===== src/rtl/modagu_pkg.sv =====
package modagu_pkg;
  typedef enum logic [1:0] {
    MODE_PRE    = 2'd0,
    MODE_POST   = 2'd1,
    MODE_OFFSET = 2'd2,
    MODE_PLAIN  = 2'd3
  } addr_mode_e;
endpackage


===== src/rtl/mac_sum_dir.sv =====
// Adds the step to the pointer and derives the direction of travel.
module mac_sum_dir #(
  parameter int AW = 16
) (
  input  logic [AW-1:0] base,
  input  logic [AW-1:0] delta,
  output logic [AW-1:0] sum,
  output logic          incr
);
  function automatic logic [AW-1:0] add_step(input logic [AW-1:0] a, input logic [AW-1:0] d);
    return a + d;
  endfunction

  always_comb begin
    sum  = add_step(base, delta);
    incr = ~delta[AW-1];
  end
endmodule


===== src/rtl/mac_bound_fix.sv =====
// Folds a sum that has run past the boundary in the direction of travel.
module mac_bound_fix #(
  parameter int AW = 16
) (
  input  logic          active,
  input  logic          incr,
  input  logic [AW-1:0] sum,
  input  logic [AW-1:0] lo,
  input  logic [AW-1:0] hi,
  output logic [AW-1:0] corr
);
  function automatic logic [AW-1:0] wrap_addr(
    input logic [AW-1:0] a,
    input logic [AW-1:0] l,
    input logic [AW-1:0] h,
    input logic          up
  );
    logic [AW-1:0] len;
    len = h - l + AW'(1);
    if (up && (a > h))  return a - len;
    if (!up && (a < l)) return a + len;
    return a;
  endfunction

  always_comb begin
    if (active) corr = wrap_addr(sum, lo, hi, incr);
    else        corr = sum;
  end
endmodule


===== src/rtl/mac_route.sv =====
// Chooses the effective address and the writeback value for each mode.
module mac_route #(
  parameter int AW = 16
) (
  input  logic                   valid,
  input  modagu_pkg::addr_mode_e mode,
  input  logic [AW-1:0]          base,
  input  logic [AW-1:0]          corr,
  output logic [AW-1:0]          ea,
  output logic                   wb_en,
  output logic [AW-1:0]          wb_data
);
  import modagu_pkg::*;

  always_comb begin
    wb_data = corr;
    unique case (mode)
      MODE_PRE:    begin ea = corr; wb_en = valid; end
      MODE_POST:   begin ea = base; wb_en = valid; end
      MODE_OFFSET: begin ea = corr; wb_en = 1'b0;  end
      default:     begin ea = base; wb_en = 1'b0;  end
    endcase
  end
endmodule


===== src/rtl/modulo_agu.sv =====
module modulo_agu #(
  parameter int AW = 16,
  parameter int RW = 4
) (
  input  logic          clk,
  input  logic          rst_n,
  input  logic          req_valid,
  input  logic          mod_en,
  input  logic [RW-1:0] mod_sel,
  input  logic [RW-1:0] reg_idx,
  input  logic [1:0]    mode,
  input  logic [AW-1:0] base_ptr,
  input  logic [AW-1:0] delta,
  input  logic [AW-1:0] buf_start,
  input  logic [AW-1:0] buf_end,
  output logic          out_valid,
  output logic [AW-1:0] eff_addr,
  output logic          wb_en,
  output logic [RW-1:0] wb_idx,
  output logic [AW-1:0] wb_data
);
  import modagu_pkg::*;

  logic          q_valid;
  logic          q_mod_en;
  logic [RW-1:0] q_sel;
  logic [RW-1:0] q_idx;
  addr_mode_e    q_mode;
  logic [AW-1:0] q_base;
  logic [AW-1:0] q_delta;
  logic [AW-1:0] q_start;
  logic [AW-1:0] q_end;

  always_ff @(posedge clk) begin
    if (!rst_n) begin
      q_valid  <= 1'b0;
      q_mod_en <= 1'b0;
      q_sel    <= '0;
      q_idx    <= '0;
      q_mode   <= MODE_PLAIN;
      q_base   <= '0;
      q_delta  <= '0;
      q_start  <= '0;
      q_end    <= '0;
    end else begin
      q_valid <= req_valid;
      if (req_valid) begin
        q_mod_en <= mod_en;
        q_sel    <= mod_sel;
        q_idx    <= reg_idx;
        q_mode   <= addr_mode_e'(mode);
        q_base   <= base_ptr;
        q_delta  <= delta;
        q_start  <= buf_start;
        q_end    <= buf_end;
      end
    end
  end

  // Internal events, named so that the checker can refer to them.
  logic          mod_active;
  logic          step_incr;
  logic [AW-1:0] raw_sum;
  logic [AW-1:0] fixed_sum;
  logic          route_wb;

  assign mod_active = q_mod_en && (q_idx == q_sel);

  mac_sum_dir #(.AW(AW)) u_sum (
    .base  (q_base),
    .delta (q_delta),
    .sum   (raw_sum),
    .incr  (step_incr)
  );

  mac_bound_fix #(.AW(AW)) u_fix (
    .active (mod_active),
    .incr   (step_incr),
    .sum    (raw_sum),
    .lo     (q_start),
    .hi     (q_end),
    .corr   (fixed_sum)
  );

  mac_route #(.AW(AW)) u_route (
    .valid   (q_valid),
    .mode    (q_mode),
    .base    (q_base),
    .corr    (fixed_sum),
    .ea      (eff_addr),
    .wb_en   (route_wb),
    .wb_data (wb_data)
  );

  assign out_valid = q_valid;
  assign wb_en     = route_wb;
  assign wb_idx    = q_idx;
endmodule


===== config.mk =====
export PLATFORM = sky130hd
export DESIGN_NAME = modulo_agu
export DESIGN_NICKNAME = d
export VERILOG_FILES = /design/src/rtl/modagu_pkg.sv /design/src/rtl/mac_sum_dir.sv /design/src/rtl/mac_bound_fix.sv /design/src/rtl/mac_route.sv /design/src/rtl/modulo_agu.sv
export SDC_FILE = /design/constraint.sdc
export NUM_CORES = 1
export LEC_CHECK = 0
export CAP_MARGIN = 5
export CORE_UTILIZATION = 30
export DETAILED_ROUTE_END_ITERATION = 10
export PLACE_DENSITY = 0.52
export SYNTH_ARGS = -nofsm -noshare
export SYNTH_HDL_FRONTEND = slang
export SYNTH_SLANG_ARGS = --single-unit

===== constraint.sdc =====
create_clock -name clk -period 12.6 [get_ports clk]
set_input_delay 1.26 -clock clk [delete_from_list [all_inputs] [get_ports clk]]
set_output_delay 1.26 -clock clk [all_outputs]
set_load 0.05 [all_outputs]

==> results.sh, run 1 <==
export IMPL_status="finished clean"
export IMPL_period_share=0.669
export IMPL_fin_cells=1253
export IMPL_fin_area_mm2=0.00888
export IMPL_rsz0062_at_grt="no"
export IMPL_core_mm2=0.0229
export IMPL_placed_cells=1237
export IMPL_grt_pass1_wl_um=30700
export IMPL_drive_gt1_frac=0.0500
export IMPL_setup_viol=0
export IMPL_cts_buffers=9
export IMPL_wire_per_inst_um=15.2
export IMPL_pwr_share_seq=0.218
export IMPL_yosysSeqAreaShare=0.214
export IMPL_path_max_fanout=12
export IMPL_clock_power_share=0.265
export IMPL_synth_edf_count=0
export IMPL_layout_nets=1122
export IMPL_min_to="q_mode[1]"
export IMPL_postCtsHoldBufs=0
export IMPL_final_common_cell="clkdlybuf4s50_1"
export IMPL_ff2ff_setup_slack_ns=11.10
export IMPL_htreeDepth=3
export IMPL_place_area_mm2=0.00852
export IMPL_grt_max_degree=77
export IMPL_peakVddDrop_uv=67.0
export IMPL_post_cts_resized=0
export IMPL_setup_tns_ns=0
export IMPL_finClkSkew_ns=0
export IMPL_power_frac_comb=0.518
export IMPL_hold_depth=2
export IMPL_fmax_mhz=119
export IMPL_cp_start_kind="register"
export IMPL_synthesis_area_mm2=0.00710
export IMPL_hold_viol_final=0
export IMPL_drv_slew=0
export IMPL_swShare=0.402
export IMPL_firstDrtPassIters=7
export IMPL_pwr_density_cell_mw_per_mm2=138
export IMPL_tightest_slew_ns=0.945
export IMPL_grt_pass1_vias=5992
export IMPL_power_switching_w=0.000492
export IMPL_boundaryPins=116
export IMPL_synth_cells=838
export IMPL_drcViolationCount=0
export IMPL_die_h_um=156
export IMPL_hold_start="q_mode[1]"
export IMPL_synth_seq_cells=76
export IMPL_drt_wl_total_um=19000
export IMPL_yosysUniqueCellTypes=72
export IMPL_synth_nets=1025
export IMPL_cts_max_path_buffers=2
export IMPL_layout_area_overhead_vs_synth_pct=25.1
export IMPL_cts_tree="done"
export IMPL_synthArstFlopShare=0
export IMPL_port_buffers=115
export IMPL_critical_path_class="register to primary output"
export IMPL_grt_overflow=0
export IMPL_hpwl_um=15300
export IMPL_post_cts_setup_buffer_count=0
export IMPL_ys_flop_type="dfxtp_1"
export IMPL_final_cell_mix="clkdlybuf4s50_1 (113), ha_1 (105), nor2b_1 (81)"
export IMPL_gp_congestion=0.817
export IMPL_cts_root_buf="clkbuf_16"
export IMPL_yosysWarnings=0
export IMPL_min_period_ns=8.43
export IMPL_antennaDiodeCount=0
export IMPL_die_area_mm2=0.0243
export IMPL_antenna_found_initial=0
export IMPL_clk_pin_slew_ns=0.07
export IMPL_clkSinkCount=76
export IMPL_antenna_left=0
export IMPL_end_kind="primary output"
export IMPL_cp_required_ns=11.34
export IMPL_fin_ws_ns=4.17
export IMPL_leakage_nw=3.93
export IMPL_viasPerCell=4.84
export IMPL_regArea_mm2=0.00152
export IMPL_hp_class="register to register"
export IMPL_fillCellCount=2395
export IMPL_drt_iter0_markers=280
export IMPL_num_vias=6060
export IMPL_r2r_end="q_mode[0]"
export IMPL_arrival_ns=7.17
export IMPL_initial_utilization=0.310
export IMPL_p_int_w=0.000732
export IMPL_reg2regPathDepth=2
export IMPL_clk_latency_ns=0.34
export IMPL_syn_avg_cell_area_um2=8.47
export IMPL_multiInputGateArea_mm2=0.00517
export IMPL_r2r_start="q_mode[0]"
export IMPL_rows=55
export IMPL_grt_util_all_layers=0.161
export IMPL_slew_headroom=0.368
export IMPL_drv_cap=0
export IMPL_die_width_um=156
export IMPL_dp_slack_ns=4.64
-- kinds of logic (layout without fill, tap and decap cells) --
group | after synthesis | count (layout) | share of synthesized area
compound gates | 189 | 189 | 0.181
xor+xnor | 39 | 39 | 0.0481
fa+ha+maj | 109 | 109 | 0.196
buf+inv | 104 | 206 | 0.0573
flops | 76 | 76 | 0.214
mux | 87 | 87 | 0.125
simple gates | 234 | 234 | 0.178
-- power by group through the flow --
stage | clock [W] | combinational [W] | sequential, W
floorplan | 0 | 0.000473 | 0.000271
global route | 0.000340 | 0.000701 | 0.000269
finish | 0.000324 | 0.000633 | 0.000266
global placement | 0 | 0.000636 | 0.000272
CTS | 0.000334 | 0.000635 | 0.000267
detailed placement | 0 | 0.000632 | 0.000272
-- cells in the mapped netlist (15+ instances only) --
master | number | area [um2]
ha_1 | 105 | 1310
nor2b_1 | 81 | 507
dfxtp_1 | 76 | 1520
mux2i_1 | 76 | 761
inv_1 | 73 | 274
a21oi_1 | 52 | 260
nor2_1 | 48 | 180
nand2_1 | 34 | 128
o21ai_0 | 33 | 165
xnor2_1 | 28 | 245
a21o_1 | 19 | 143
clkbuf_1 | 15 | 56.3
-- layer usage --
metal,routed length [um],part of all wire,up-vias,GRT usage
li1,-,-,3169,-
met1,9100,0.48,2766,0.203
met2,9120,0.48,113,0.286
met3,627,0.033,12,0.0236
met4,174,0.0091,0,0.0373
met5,0,0,-,0
-- critical path, cell delays in order, from the launching register on --
cell	delay (ns)
dfxtp_1	0.33
ha_1	0.23
fa_1	0.41
a21o_1	0.20
a21oi_1	0.26
o21ai_0	0.18
a21oi_1	0.27
o21ai_0	0.23
o21ba_2	0.24
o221ai_1	0.46
ha_1	0.36
nand3_1	0.16
nor2_1	0.07
nand2_1	0.11
a211oi_1	0.09
nor4_2	0.57
nor2_1	0.40
o21ai_1	0.84
nor3b_1	0.21
o31ai_1	0.33
clkdlybuf4s50_1	0.86
-- worst max-delay path by stage --
stage	startpoint	to	slack (ns)	cells after the start
5_1_grt	q_base[0]	eff_addr[11]	3.65	20
4_1_cts	q_base[0]	eff_addr[0]	4.22	19
3_5_place_dp	q_base[0]	eff_addr[0]	4.64	19
2_1_floorplan	q_base[0]	eff_addr[8]	5.40	18
6_report	q_base[0]	eff_addr[11]	4.17	20
3_3_place_gp	q_base[0]	eff_addr[11]	4.68	20
-- registers in the layout, indices dropped and copies added, names as in the netlist --
signal,cells
q_delta,16
q_sel,4
q_mode,2
q_end,16
wb_idx,4
out_valid,1
q_start,16
q_base,16
q_mod_en,1
-- metrics by stage --
step,utilization,hold WS (ns),total power [W]
global placement,0.372,0.467,0.000908
global route,0.388,0.543,0.00131
detailed placement,0.372,0.468,0.000904
floorplan,-,0.442,0.000744
CTS,0.388,0.489,0.00124
finish,0.388,0.489,0.00122
-- layout make-up --
class,instances,share of cell area
timing repair buffer,117,0.130
clock inverter,6,0.0154
sequential,76,0.171
tap,313,0.0441
clock buffer,10,0.0258
multi-input combinational,658,0.582
inverter,73,0.0308
Power figures use the tool's default switching activity.
==> run 2, diff against run 1 <==
Clock period 12.6 ns to 8.14 ns, I/O delays scaled along.
==> results.sh, run 2 (same netlist as run 1, synthesis figures left out) <==
export IMPL_status="finished clean"
export IMPL_antenna_found_initial=0
export IMPL_layout_area_overhead_vs_synth_pct=24.8
export IMPL_post_cts_setup_buffer_count=0
export IMPL_end_kind="primary output"
export IMPL_max_stage_delay_ns=0.88
export IMPL_crit_path_end="eff_addr[8]"
export IMPL_setup_tns_ns=0
export IMPL_hp_class="register to register"
export IMPL_viasPerCell=4.84
export IMPL_cp_start_kind="register"
export IMPL_arrival_ns=6.68
export IMPL_cp_required_ns=7.33
export IMPL_gp_congestion=0.842
export IMPL_antennaDiodeCount=0
export IMPL_drv_slew=0
export IMPL_final_common_cell="clkdlybuf4s50_1"
export IMPL_hold_viol_final=0
export IMPL_drive_gt1_frac=0.0571
export IMPL_num_vias=6090
export IMPL_crit_family="compound AO/OA/AOI/OAI gates"
export IMPL_drt_wl_total_um=19100
export IMPL_fin_util=0.387
export IMPL_finClkSkew_ns=0
export IMPL_layout_nets=1128
export IMPL_clk_latency_ns=0.35
export IMPL_min_period_ns=7.49
export IMPL_period_share=0.920
export IMPL_slew_headroom=0.338
export IMPL_grt_pass1_wl_um=31200
export IMPL_grt_pass1_vias=6078
export IMPL_reg2regPathDepth=2
export IMPL_r2r_end="q_mode[0]"
export IMPL_drv_cap=0
export IMPL_crit_cells=20
export IMPL_rsz0062_at_grt="no"
export IMPL_setup_viol=0
export IMPL_r2r_start="q_mode[0]"
export IMPL_clk_pin_slew_ns=0.06
export IMPL_die_area_mm2=0.0243
export IMPL_grt_overflow=0
export IMPL_hold_start="q_mode[1]"
export IMPL_fin_cells=1259
export IMPL_die_h_um=156
export IMPL_cts_buffers=9
export IMPL_port_buffers=115
export IMPL_cts_tree="done"
export IMPL_path_max_fanout=12
export IMPL_hold_depth=2
export IMPL_grt_util_all_layers=0.163
export IMPL_fmax_mhz=133
export IMPL_place_area_mm2=0.00856
export IMPL_ff2ff_setup_slack_ns=6.68
export IMPL_pwr_density_cell_mw_per_mm2=204
export IMPL_clkSinkCount=76
export IMPL_critPathBufInv=2
export IMPL_initial_utilization=0.310
export IMPL_drcViolationCount=0
export IMPL_core_mm2=0.0229
export IMPL_die_width_um=156
export IMPL_htreeDepth=3
export IMPL_placed_cells=1243
export IMPL_peakVddDrop_uv=93.9
export IMPL_tightest_slew_ns=0.989
export IMPL_wire_per_inst_um=15.2
export IMPL_fin_area_mm2=0.00886
export IMPL_worstPathCellList="ha_1 > fa_1 > a21o_1 > a21oi_1 > o21ai_0 > a21oi_1 > o21ai_0 > o21ba_2 > o221ai_1 > buf_4 > ha_1 > nand3_1 > nor2_1 > nand2_1 > a211oi_1 > nor4_2 > nor2_1 > o21ai_2 > o311ai_0 > clkdlybuf4s50_1"
export IMPL_drt_iter0_markers=285
export IMPL_firstDrtPassIters=4
export IMPL_grt_max_degree=77
export IMPL_leakage_nw=3.92
export IMPL_boundaryPins=116
export IMPL_antenna_left=0
export IMPL_cpMaxStageDelayCell="clkdlybuf4s50_1"
export IMPL_final_cell_mix="clkdlybuf4s50_1 (113), ha_1 (105), nor2b_1 (81)"
export IMPL_cts_max_path_buffers=2
export IMPL_cts_root_buf="clkbuf_16"
export IMPL_crit_start="q_base[0]"
export IMPL_rows=55
export IMPL_critical_path_class="register to primary output"
export IMPL_hpwl_um=15300
[run 2: metrics by stage]
stage	hold slack, ns	worst slack [ns]	power [W]
floorplan	0.442	1.39	0.00115
global placement	0.466	1.10	0.00142
detailed placement	0.466	0.914	0.00141
CTS	0.482	0.495	0.00183
global route	0.538	0.229	0.00196
finish	0.482	0.648	0.00181
[run 2: how the worst min path moves through the flow]
stage / end / slack (ns)
detailed placement: q_mode[1] / 0.47
global placement: q_mode[1] / 0.47
floorplan: q_mode[1] / 0.44
CTS: q_mode[1] / 0.48
finish: q_mode[1] / 0.48
global route: q_start[6] / 0.54
[run 2: what timing repair did]
item,CTS,global route
hold buffers,0,0
setup endpoints to repair,0,2
gates resized for setup,0,1
[run 2: layer usage]
metal | vias to the layer above | share of wire | track usage
li1 | 3184 | - | -
met1 | 2781 | 0.47 | 0.208
met2 | 110 | 0.47 | 0.284
met3 | 15 | 0.042 | 0.0253
met4 | 0 | 0.013 | 0.0444
met5 | - | 0 | 0
[run 2: worst reg2reg max path, stage by stage, from the launching register on]
cell,delay [ns]
dfxtp_1,0.65
inv_1,0.45
o211ai_1,0.28
[run 2: layout make-up]
class                           instances  area [um2]
Clock buffer                           10         229
Clock inverter                          6        65.1
Fill cell                            2371       14100
Inverter                               73         274
Multi-Input combinational cell        658        5180
Sequential cell                        76        1520
Tap cell                              313         392
Timing Repair Buffer                  123        1200
[run 2: power breakdown]
part           switching [W]  internal (W)  leakage, nW
sequential         0.0000180      0.000395        0.628
combinational       0.000579      0.000410         3.16
clock               0.000169      0.000237        0.131
